### src/rtl/ninebit_pkg.sv
package ninebit_pkg;
   localparam int STAT_W = 8;

   typedef struct packed {
      logic [3:0] rsvd;
      logic       ack_lvl;
      logic       cd;
      logic       ovr;
      logic       busy;
   } stat_t;
endpackage

### src/rtl/ninebit_sync.sv
module ninebit_sync #(
   parameter int STAGES = 2
) (
   input  logic clk,
   input  logic rst_n,
   input  logic d,
   output logic q
);
   initial assert (STAGES >= 2) else $error("ninebit_sync: STAGES must be at least 2");

   logic [STAGES-1:0] chain;

   generate
      for (genvar i = 0; i < STAGES; i++) begin : g_stage
         if (i == 0) begin : g_first
            always_ff @(posedge clk) begin
               if (!rst_n) chain[0] <= 1'b0;
               else        chain[0] <= d;
            end
         end else begin : g_rest
            always_ff @(posedge clk) begin
               if (!rst_n) chain[i] <= 1'b0;
               else        chain[i] <= chain[i-1];
            end
         end
      end
   endgenerate

   assign q = chain[STAGES-1];
endmodule

### src/rtl/ninebit_decode.sv
module ninebit_decode #(
   parameter int ADDR_W = 8,
   parameter logic [ADDR_W-1:0] BASE_ADDR = 'h40
) (
   input  logic [ADDR_W-1:0] addr,
   input  logic              wr,
   input  logic              rd,
   output logic              wr_hit,
   output logic              rd_hit,
   output logic              sel_lsb
);
   initial assert (ADDR_W >= 2) else $error("ninebit_decode: ADDR_W too small");
   initial assert (BASE_ADDR[0] == 1'b0) else $error("ninebit_decode: BASE_ADDR must be even");

   logic match;
   assign match   = (addr[ADDR_W-1:1] == BASE_ADDR[ADDR_W-1:1]);
   assign wr_hit  = wr & match;
   assign rd_hit  = rd & match;
   assign sel_lsb = addr[0];
endmodule

### src/rtl/ninebit_hshk.sv
module ninebit_hshk #(
   parameter int DATA_W = 8
) (
   input  logic              clk,
   input  logic              rst_n,
   input  logic              wr_hit,
   input  logic              rd_hit,
   input  logic [DATA_W-1:0] wdata,
   input  logic              lsb,
   input  logic              ack_rise,
   output logic              busy,
   output logic              ovr,
   output logic [DATA_W-1:0] data_q,
   output logic              cd_q
);
   logic take, drop;

   assign take = wr_hit & ~busy;
   assign drop = wr_hit &  busy;

   always_ff @(posedge clk) begin
      if (!rst_n) begin
         data_q <= '0;
         cd_q   <= 1'b0;
      end else if (take) begin
         data_q <= wdata;
         cd_q   <= lsb;
      end
   end

   always_ff @(posedge clk) begin
      if (!rst_n)        busy <= 1'b0;
      else if (take)     busy <= 1'b1;
      else if (ack_rise) busy <= 1'b0;
   end

   always_ff @(posedge clk) begin
      if (!rst_n)      ovr <= 1'b0;
      else if (drop)   ovr <= 1'b1;
      else if (rd_hit) ovr <= 1'b0;
   end
endmodule

### src/rtl/ninebit_port.sv
module ninebit_port #(
   parameter int ADDR_W = 8,
   parameter int DATA_W = 8,
   parameter int SYNC_STAGES = 2,
   parameter logic [ADDR_W-1:0] BASE_ADDR = 'h40
) (
   input  logic              clk,
   input  logic              rst_n,
   input  logic [ADDR_W-1:0] io_addr,
   input  logic [DATA_W-1:0] io_wdata,
   input  logic              io_wr,
   input  logic              io_rd,
   output logic [7:0]        io_rdata,
   input  logic              periph_ack_n,
   output logic [DATA_W-1:0] bus_data_n,
   output logic              bus_cmd_n,
   output logic              req_n
);
   import ninebit_pkg::*;

   initial assert (DATA_W >= 1) else $error("ninebit_port: DATA_W must be positive");

   logic wr_hit, rd_hit, lsb;
   logic ack_lvl, ack_prev, ack_rise;
   logic busy, ovr, cd_q;
   logic [DATA_W-1:0] data_q;
   stat_t stat;

   ninebit_decode #(.ADDR_W(ADDR_W), .BASE_ADDR(BASE_ADDR)) u_dec (
      .addr(io_addr), .wr(io_wr), .rd(io_rd),
      .wr_hit(wr_hit), .rd_hit(rd_hit), .sel_lsb(lsb)
   );

   ninebit_sync #(.STAGES(SYNC_STAGES)) u_sync (
      .clk(clk), .rst_n(rst_n), .d(~periph_ack_n), .q(ack_lvl)
   );

   always_ff @(posedge clk) begin
      if (!rst_n) ack_prev <= 1'b0;
      else        ack_prev <= ack_lvl;
   end
   assign ack_rise = ack_lvl & ~ack_prev;

   ninebit_hshk #(.DATA_W(DATA_W)) u_hs (
      .clk(clk), .rst_n(rst_n), .wr_hit(wr_hit), .rd_hit(rd_hit),
      .wdata(io_wdata), .lsb(lsb), .ack_rise(ack_rise),
      .busy(busy), .ovr(ovr), .data_q(data_q), .cd_q(cd_q)
   );

   always_comb begin
      stat         = '0;
      stat.busy    = busy;
      stat.ovr     = ovr;
      stat.cd      = cd_q;
      stat.ack_lvl = ack_lvl;
   end

   assign io_rdata   = stat;
   assign bus_data_n = ~data_q;
   assign bus_cmd_n  = cd_q;
   assign req_n      = ~busy;
endmodule

### config.mk
export PLATFORM = sky130hd
export DESIGN_NAME = ninebit_port
export DESIGN_NICKNAME = d
export VERILOG_FILES = /design/src/rtl/ninebit_pkg.sv /design/src/rtl/ninebit_sync.sv /design/src/rtl/ninebit_decode.sv /design/src/rtl/ninebit_hshk.sv /design/src/rtl/ninebit_port.sv
export SDC_FILE = /design/constraint.sdc
export NUM_CORES = 1
export LEC_CHECK = 0
export CAP_MARGIN = 20
export CORE_MARGIN = 5
export CORE_UTILIZATION = 32
export DETAILED_ROUTE_END_ITERATION = 6
export GPL_TIMING_DRIVEN = 0
export PLACE_DENSITY = 0.76
export SLEW_MARGIN = 20
export SYNTH_ARGS = -nofsm -noshare
export SYNTH_HDL_FRONTEND = slang
export SYNTH_SLANG_ARGS = --single-unit
### constraint.sdc
create_clock -name clk -period 1.4 [get_ports clk]
set_input_delay 0.28 -clock clk [delete_from_list [all_inputs] [get_ports clk]]
set_output_delay 0.28 -clock clk [all_outputs]
set_load 0.005 [all_outputs]
## Yosys cells after proc, flatten, opt, wreduce, memory -nomap -nowiden

Cells that the tools add are included.
W data, S select, Z words.

- Reduce and logical (&&, ||, !) cells: 2
- Multiplexer cells: 4
- Shift operators: 0
- Multiply operators: 0
- Bitwise operators: 9
- Add/sub/neg operators: 0
- Div/mod/pow operators: 0
- Equal/unequal tests: 1
- Order comparisons: 0

Operators by type and width:

| kind | number |
|---|---|
| $not A8 Y8 | 1 |
| $eq A7 B6 Y1 const B | 1 |
| $and A1 B1 Y1 | 5 |
| $mux W1 | 4 |
| $reduce_bool A2 Y1 | 2 |
| $not A1 Y1 | 3 |

- Register bits: 14
- Logic and storage cells: 23
- Output and inout port bits: 18
- Bits in latches: 0
- Memories: 0
- Bits in read-only memories: 0
- RAM bits: 0

## Longest topological paths before layout

Gate-level depths: netlist of run 1.

- Word-level depth: 4
- Mapped depth: 4

## Cells and area by module

From an unflattened synthesis of run 1, not the netlist that was laid out.

- Cell total of the unflattened synthesis: 78
- Area total of the unflattened synthesis: 673.1 um^2

By module, submodules not included:

| module | cells an instance | sequential area each (um^2) | times used | area an instance (um^2) |
|---|---|---|---|---|
| ninebit_hshk | 47 | 220.2 | 1 | 439.2 |
| ninebit_port | 22 | 20.0 | 1 | 141.4 |
| ninebit_sync | 4 | 40.0 | 1 | 52.6 |
| ninebit_decode | 5 | 0.0 | 1 | 40.0 |

## Worst setup path after synthesis of run 1

Ideal clock, no wire load.

- Path type: input to register
- Start point: input port io_addr[3]
- End point: register u_hs.cd_q
- Required time: 1.328 ns
- Library setup time: 0.072 ns
- Arrival: 1.324 ns
- Stages on the path: 4
- Slack: 0.005 ns
- Path through: or4b_4 nor3_2 buf_6 mux2i_1

- Cells in the longest elaborated chain, start to end: 3

Ends and longest elaborated chain:

| what | RTL line | source |
|---|---|---|
| start: declaration | ninebit_port.sv:9 | `input logic [ADDR_W-1:0] io_addr,` |
| $eq A7 B6 Y1 | ninebit_decode.sv:16 | `assign match = (addr[ADDR_W-1:1] == BASE_ADDR[ADDR_W-1:1]);` |
| $and A1 B1 Y1 | ninebit_decode.sv:17 | `assign wr_hit = wr & match;` |
| $and A1 B1 Y1 | ninebit_hshk.sv:18 | `assign take = wr_hit & ~busy;` |
| end signal: assignment | ninebit_hshk.sv:27 | `cd_q <= lsb;` |
| end: declaration | ninebit_hshk.sv:14 | `output logic cd_q` |

No other way between the ends.
A chain may end at the register's enable or synchronous reset.

## Final worst setup path of run 1

- Start point: input port io_addr[4]
- End point: register u_hs.data_q[5]

- Cells in the longest elaborated chain, start to end: 3

Ends and longest elaborated chain:

| what | RTL line | source |
|---|---|---|
| $eq A7 B6 Y1 | ninebit_decode.sv:16 |  |
| $and A1 B1 Y1 | ninebit_decode.sv:17 |  |
| $and A1 B1 Y1 | ninebit_hshk.sv:18 |  |
| end signal: assignment | ninebit_hshk.sv:26 | `data_q <= wdata;` |
| end: declaration | ninebit_hshk.sv:13 | `output logic [DATA_W-1:0] data_q,` |

No other way between the ends.

==> results of run 1 <==
==> per-layer routing <==
metal,vias up,GRT usage,wire length [microns]
li1,319,-,-
met4,0,0.0729,25
met5,-,0,0
met2,29,0.162,707
met1,269,0.127,750
met3,2,0.0303,135
==> placed cells by master, fill, tap and decap left out, drive strengths merged <==
cell type and n:
a21oi 1, and2 2, and4bb 1, buf 13, clkbuf 9, clkdlybuf4s15 3
clkdlybuf4s50 12, conb 4, dfxtp 14, dlygate4sd2 16, inv 10, mux2i 9
nand2 20, nor2 1, nor2b 1, nor3 2, o21a 1, o21bai 1
or4b 2
==> cell families after synthesis <==
group | synth area share
mux | 0.137
flops | 0.425
other cells | 0.00569
buf+inv | 0.176
compound gates | 0.0304
simple gates | 0.226
==> Yosys cell counts (all sizes together) <==
library cell	instances
nor3	2
o21a	1
mux2i	9
a21oi	1
buf	9
nor2b	1
conb	1
or4b	2
and2	2
nor2	1
o21bai	1
inv	10
dfxtp	14
and4bb	1
nand2	20
clkbuf	2
==> cell type report <==
type,count,share of cell area
well taps,27,0.0308
flip-flops and latches,14,0.262
plain buffers,11,0.0729
inverters,10,0.0342
repair buffers,38,0.309
clock buffers,4,0.0330
multi-input cells,45,0.259
==> state kept, by name, summed over array words and instances, names as in the netlist <==
signal        count
u_hs.cd_q         1
u_hs.data_q       8
u_hs.busy         1
u_hs.ovr          1
ack_prev          1
u_sync.chain      1
u_sync.q          1
==> where the power goes <==
part           internal [mW]  switching [mW]
Sequential             0.400         0.00139
Combinational         0.0636          0.0319
Clock                  0.158           0.126
==> stage by stage <==
stage | utilization | instance area, sq um | setup slack, ps | hold WS, ps | std cells
after global routing | 0.560 | 1100 | 2.34 | 472 | 149
final | 0.560 | 1100 | 35.0 | 449 | 149
after detailed placement | 0.533 | 1040 | -536 | 427 | 141
after floorplan | - | 671 | 4.72 | 352 | 80
after global placement | 0.533 | 1040 | -466 | 413 | 141
after CTS | 0.561 | 1100 | 4.00 | 450 | 148
==> worst paths after layout <==
check                  startpoint  slack (ps)  cells past startpoint             end
setup / recovery       io_addr[4]          30                      5  u_hs.data_q[5]
hold / removal    u_sync.chain[0]         450                      1        u_sync.q
setup reg to reg        u_hs.busy         330                      4  u_hs.data_q[5]
hold reg to reg   u_sync.chain[0]         450                      1        u_sync.q
==> worst max-delay path, cell delays in order <==
cell	delay [ps]
sky130_fd_sc_hd__clkdlybuf4s15_1	180
sky130_fd_sc_hd__or4b_4	540
sky130_fd_sc_hd__nor3_4	220
sky130_fd_sc_hd__buf_6	160
sky130_fd_sc_hd__mux2i_1	190
==> what timing repair did <==
item,4_1_cts,5_1_grt
cloned,1,0
pin swaps,3,3
setup endpoints to repair,25,9
setup buffers,2,1
gates resized for setup,34,8
==> flow_results.xml, run 1 <==
<?xml version="1.0" encoding="UTF-8"?>
<metrics>
  <group name="drt">
    <metric name="route.vias.total" unit="">619</metric>
    <metric name="drt_first_pass_iters" unit="">2</metric>
    <metric name="detailedRoute.firstIterationViolations" unit="">1</metric>
    <metric name="detail_route.drc_violations" unit="">0</metric>
    <metric name="route.detailed.vias_per_inst" unit="">4.15</metric>
    <metric name="routed_wire_length_per_instance" unit="microns">10.9</metric>
    <metric name="postRouteWirelength" unit="microns">1620</metric>
    <metric name="remaining_number_of_nets_flagged_by_the_antenna_check_after_routing" unit="">0</metric>
  </group>
  <group name="clock_network">
    <metric name="clk-insertion-delay-late" unit="ps">280</metric>
    <metric name="number_of_clock_buffers_inserted_by_tritoncts" unit="">3</metric>
    <metric name="clock_transition_at_the_register_clock_pins_on_the_worst_setup_and_hold_paths_after_cts" unit="ps">90</metric>
    <metric name="cts_sinks" unit="">14</metric>
    <metric name="clockRootBuffer" unit="">sky130_fd_sc_hd__clkbuf_4</metric>
    <metric name="cts_tree" unit="">done</metric>
    <metric name="ctsHoldBuffers" unit="">0</metric>
    <metric name="cts_h_tree_lvls" unit="">1</metric>
    <metric name="cts_max_path_buffers" unit="">2</metric>
  </group>
  <group name="sta">
    <metric name="fin_crit" unit="ps">1370</metric>
    <metric name="setup-violations-final" unit="">0</metric>
    <metric name="grt_setup_unrepaired" unit="">false</metric>
    <metric name="tns" unit="ps">0</metric>
    <metric name="timing.final.hold_violations" unit="">0</metric>
    <metric name="report.final.slew_viol_count" unit="">0</metric>
    <metric name="fmaxAchievable" unit="MHz">733</metric>
    <metric name="fin_worst_skew" unit="ps">11.5</metric>
    <metric name="finalCritPeriodShare" unit="">0.975</metric>
  </group>
  <group name="synth">
    <metric name="yosys_cell_types" unit="">19</metric>
    <metric name="synth_seq_cells" unit="">14</metric>
    <metric name="syn-mean-instance-area" unit="sq um">8.56</metric>
    <metric name="seq_area_frac_synth" unit="">0.425</metric>
    <metric name="synth_top_cells_by_area" unit="">sky130_fd_sc_hd__dfxtp_1 43%, sky130_fd_sc_hd__mux2i_1 14%, sky130_fd_sc_hd__nand2_1 11%, sky130_fd_sc_hd__buf_4 9.1%, sky130_fd_sc_hd__inv_1 5.7%</metric>
    <metric name="postSynthCellCount" unit="">77</metric>
    <metric name="yosys_warnings" unit="">0</metric>
    <metric name="post_synth_top_area_cell" unit="">sky130_fd_sc_hd__dfxtp_1</metric>
    <metric name="synth_area" unit="sq um">659</metric>
    <metric name="area_share_of_the_leading_cell_type_in_the_synthesized_netlist" unit="">0.425</metric>
  </group>
  <group name="floorplanning">
    <metric name="fp-row-count" unit="">16</metric>
    <metric name="die_height" unit="microns">55.4</metric>
    <metric name="floorplan.core_area" unit="sq mm">0.00196</metric>
    <metric name="pin_count" unit="">39</metric>
    <metric name="die_area" unit="sq mm">0.00307</metric>
    <metric name="initial_core_utilization" unit="">0.336</metric>
    <metric name="die_w" unit="microns">55.4</metric>
  </group>
  <group name="hold_path">
    <metric name="hold_path_class" unit="">reg -&gt; reg</metric>
  </group>
  <group name="worst_setup_path">
    <metric name="crit_required" unit="ps">1610</metric>
    <metric name="critical_path_peak_fanout" unit="">5</metric>
    <metric name="path_class" unit="">in -&gt; reg</metric>
    <metric name="worst-endpoint-arrival" unit="ps">1570</metric>
    <metric name="setup.worst_path.start_class" unit="">input pin</metric>
    <metric name="worstSetupEndpointType" unit="">register</metric>
  </group>
  <group name="layout">
    <metric name="drive_above_1_share" unit="">0.238</metric>
    <metric name="finish.net_count" unit="">144</metric>
    <metric name="area.sequential" unit="sq um">288</metric>
    <metric name="number_of_diodes_added_for_antenna_fixing" unit="">0</metric>
    <metric name="number_of_fillers_in_the_final_layout" unit="">193</metric>
    <metric name="syn2layout_area_growth" unit="%">66.6</metric>
    <metric name="multiInputGateArea" unit="sq um">284</metric>
  </group>
  <group name="power_and_ir_drop">
    <metric name="total_power_per_unit_cell_area" unit="mW/mm^2">711</metric>
    <metric name="p_leak" unit="nW">0.450</metric>
    <metric name="worst_ir_drop_on_vdd" unit="mV">0.423</metric>
    <metric name="finalPower" unit="uW">781</metric>
  </group>
  <group name="global_route">
    <metric name="grt.total_usage" unit="">0.106</metric>
    <metric name="grt_max_degree" unit="">11</metric>
    <metric name="grt_first_pass_wirelength" unit="microns">2620</metric>
    <metric name="grt_overflow" unit="">0</metric>
    <metric name="antenna_found_initial" unit="">0</metric>
    <metric name="grt_pass1_vias" unit="">590</metric>
  </group>
  <group name="flow_run">
    <metric name="cap_viol_max_count" unit="">0</metric>
  </group>
  <group name="place">
    <metric name="dp_hpwl" unit="microns">1260</metric>
    <metric name="port_buffers" unit="">34</metric>
    <metric name="gpl.final_weighted_congestion" unit="">0.783</metric>
  </group>
  <group name="outcome">
    <metric name="run_status" unit="">finished clean</metric>
  </group>
</metrics>
Power figures use the tool's default switching activity.
==> run 2, diff against run 1 <==
--- a/config.mk
+++ b/config.mk
@@ -10,7 +10,8 @@
 export CORE_UTILIZATION = 32
 export DETAILED_ROUTE_END_ITERATION = 6
 export GPL_TIMING_DRIVEN = 0
-export PLACE_DENSITY = 0.76
+export PLACE_DENSITY = 0.73
+export RECOVER_POWER = 50
 export SLEW_MARGIN = 20
 export SYNTH_ARGS = -nofsm -noshare
 export SYNTH_HDL_FRONTEND = slang
==> run 2 against run 1 <==
Sequential power hardly changed. Maximum frequency is 1.3% higher. Register-to-register slack worse by 50 ps. Utilization is 0.38 points lower. Hold slack worse by 5.1 ps. First-iteration DRC count grew to 4.0 times the previous value. Flip-flop and latch count stayed put. Routed wire length is 2.5% lower. Final cell count is 1.3% lower. Non-clock buffer count is 2 lower. Critical path type unchanged. Global-route usage is 0.58 points higher. Combinational power is 2% lower.
==> flow_results.xml, run 2 (synthesis gave the netlist of run 1 again) <==
<?xml version="1.0" encoding="UTF-8"?>
<metrics>
  <group name="outcome">
    <metric name="run_status" unit="">finished clean</metric>
  </group>
  <group name="worst_setup_path">
    <metric name="worst-endpoint-arrival" unit="ps">1560</metric>
    <metric name="crit_required" unit="ps">1610</metric>
    <metric name="critPathMaxStageDelay" unit="ps">540</metric>
    <metric name="cpLargestDelayFamily" unit="">simple AND/OR/NAND/NOR gates</metric>
    <metric name="worstPathBufferInverterCount" unit="">2</metric>
    <metric name="worstSetupEndpointType" unit="">register</metric>
    <metric name="worstPathCellList" unit="">clkdlybuf4s15_1 -&gt; or4b_4 -&gt; nor3_4 -&gt; buf_6 -&gt; mux2i_1</metric>
    <metric name="path_class" unit="">in -&gt; reg</metric>
    <metric name="setup.worst_path.start_class" unit="">input pin</metric>
    <metric name="cp_slowest_cell" unit="">sky130_fd_sc_hd__or4b_4</metric>
    <metric name="critical_path_peak_fanout" unit="">5</metric>
  </group>
  <group name="floorplanning">
    <metric name="floorplan.core_area" unit="sq mm">0.00196</metric>
    <metric name="die_area" unit="sq mm">0.00307</metric>
    <metric name="initial_core_utilization" unit="">0.336</metric>
    <metric name="die_w" unit="microns">55.4</metric>
    <metric name="die_height" unit="microns">55.4</metric>
    <metric name="pin_count" unit="">39</metric>
    <metric name="fp-row-count" unit="">16</metric>
  </group>
  <group name="layout">
    <metric name="number_of_diodes_added_for_antenna_fixing" unit="">0</metric>
    <metric name="layout.cell_area.non_filler" unit="sq mm">0.00109</metric>
    <metric name="final_common_cell" unit="">sky130_fd_sc_hd__nand2_1</metric>
    <metric name="drive_above_1_share" unit="">0.192</metric>
    <metric name="finish.net_count" unit="">142</metric>
    <metric name="fin_util" unit="">0.556</metric>
    <metric name="max_ffs_per_register" unit="">8</metric>
    <metric name="layout_common_cells" unit="">20 x sky130_fd_sc_hd__nand2_1, 16 x sky130_fd_sc_hd__dlygate4sd2_1, 12 x sky130_fd_sc_hd__clkdlybuf4s50_1, 11 x sky130_fd_sc_hd__dfxtp_1, 10 x sky130_fd_sc_hd__inv_1</metric>
    <metric name="largest_register_by_flop_count" unit="">u_hs.data_q</metric>
    <metric name="syn2layout_area_growth" unit="%">65.5</metric>
    <metric name="layout.cells.non_filler" unit="">147</metric>
  </group>
  <group name="sta">
    <metric name="report.final.slew_viol_count" unit="">0</metric>
    <metric name="setup-violations-final" unit="">0</metric>
    <metric name="fin_worst_skew" unit="ps">5.66</metric>
    <metric name="fin_crit" unit="ps">1350</metric>
    <metric name="fmaxAchievable" unit="MHz">742</metric>
    <metric name="timing.final.hold_violations" unit="">0</metric>
    <metric name="grt_setup_unrepaired" unit="">false</metric>
    <metric name="finalCritPeriodShare" unit="">0.963</metric>
    <metric name="tns" unit="ps">0</metric>
  </group>
  <group name="drt">
    <metric name="route.vias.total" unit="">626</metric>
    <metric name="detailedRoute.firstIterationViolations" unit="">4</metric>
    <metric name="detail_route.drc_violations" unit="">0</metric>
    <metric name="route.detailed.vias_per_inst" unit="">4.26</metric>
    <metric name="drt_first_pass_iters" unit="">2</metric>
    <metric name="postRouteWirelength" unit="microns">1580</metric>
    <metric name="remaining_number_of_nets_flagged_by_the_antenna_check_after_routing" unit="">0</metric>
    <metric name="routed_wire_length_per_instance" unit="microns">10.7</metric>
  </group>
  <group name="global_route">
    <metric name="grt_first_pass_wirelength" unit="microns">2700</metric>
    <metric name="grt_max_degree" unit="">11</metric>
    <metric name="antenna_found_initial" unit="">0</metric>
    <metric name="grt_pass1_vias" unit="">625</metric>
    <metric name="grt_overflow" unit="">0</metric>
    <metric name="grt.total_usage" unit="">0.112</metric>
  </group>
  <group name="clock_network">
    <metric name="cts_sinks" unit="">14</metric>
    <metric name="cts_max_path_buffers" unit="">2</metric>
    <metric name="ctsHoldBuffers" unit="">0</metric>
    <metric name="clockRootBuffer" unit="">sky130_fd_sc_hd__clkbuf_4</metric>
    <metric name="cts_h_tree_lvls" unit="">1</metric>
    <metric name="clock_transition_at_the_register_clock_pins_on_the_worst_setup_and_hold_paths_after_cts" unit="ps">90</metric>
    <metric name="clk-insertion-delay-late" unit="ps">270</metric>
    <metric name="number_of_clock_buffers_inserted_by_tritoncts" unit="">3</metric>
    <metric name="cts_tree" unit="">done</metric>
  </group>
  <group name="place">
    <metric name="port_buffers" unit="">34</metric>
    <metric name="post_dp_cell_area" unit="sq mm">0.00104</metric>
    <metric name="dp_hpwl" unit="microns">1270</metric>
    <metric name="dp_cells" unit="">141</metric>
    <metric name="gpl.final_weighted_congestion" unit="">0.803</metric>
  </group>
  <group name="power_and_ir_drop">
    <metric name="finalPower" unit="uW">779</metric>
    <metric name="p_leak" unit="nW">0.434</metric>
    <metric name="worst_ir_drop_on_vdd" unit="mV">0.431</metric>
    <metric name="total_power_per_unit_cell_area" unit="mW/mm^2">714</metric>
  </group>
  <group name="hold_path">
    <metric name="hold_path_class" unit="">reg -&gt; reg</metric>
  </group>
  <group name="flow_run">
    <metric name="cap_viol_max_count" unit="">0</metric>
  </group>
</metrics>
-- run 2: changes by cell type in the layout (fill, tap and decap cells not counted), sizes merged --
cell,change
clkdlybuf4s15,+2
clkbuf,-3
buf,-1
-- run 2: path summary, 6_finish.rpt --
path                                      start              to  slack (ps)  depth (start not counted)
worst max-delay path                 io_addr[5]  u_hs.data_q[3]          50                          5
worst min-delay path            u_sync.chain[0]        u_sync.q         440                          1
worst max register to register        u_hs.busy  u_hs.data_q[3]         280                          4
worst min register to register  u_sync.chain[0]        u_sync.q         440                          1
-- run 2: area by class of cell --
cell class / count / area (sq um)
Multi-Input combinational cell: 45 / 284
Tap cell: 27 / 33.8
Inverter: 10 / 37.5
Timing Repair Buffer: 36 / 334
Fill cell: 201 / 871
Clock buffer: 4 / 36.3
Buffer: 11 / 78.8
Sequential cell: 14 / 287
-- run 2: timing repair --
action	in CTS	in global routing
endpoints found under the hold margin	0	0
setup buffers	1	0
pin swaps	3	2
gates cloned	1	0
gates resized for setup	34	5
endpoints found under the setup margin	25	7
-- run 2: per-layer routing --
layer  part of all wire  GRT usage  vias to the layer above
met5                  0          0                        -
met4              0.018     0.0833                        0
met2               0.46      0.176                       30
met3              0.070     0.0233                        2
li1                   -          -                      314
met1               0.46      0.133                      280
-- run 2: power by group --
group	internal (mW)	switching (mW)	leakage, nW
clock	0.158	0.125	0.0210
sequential	0.400	0.00148	0.115
combinational	0.0626	0.0311	0.298
total	0.621	0.158	0.434
-- run 2: stage by stage --
| stage | setup WS, ps | hold slack [ps] |
|---|---|---|
| finish | 52.2 | 444 |
| global route | 0.398 | 449 |
| CTS | 8.53 | 447 |
| detailed placement | -517 | 425 |
| global placement | -461 | 414 |
| floorplan | 4.72 | 352 |
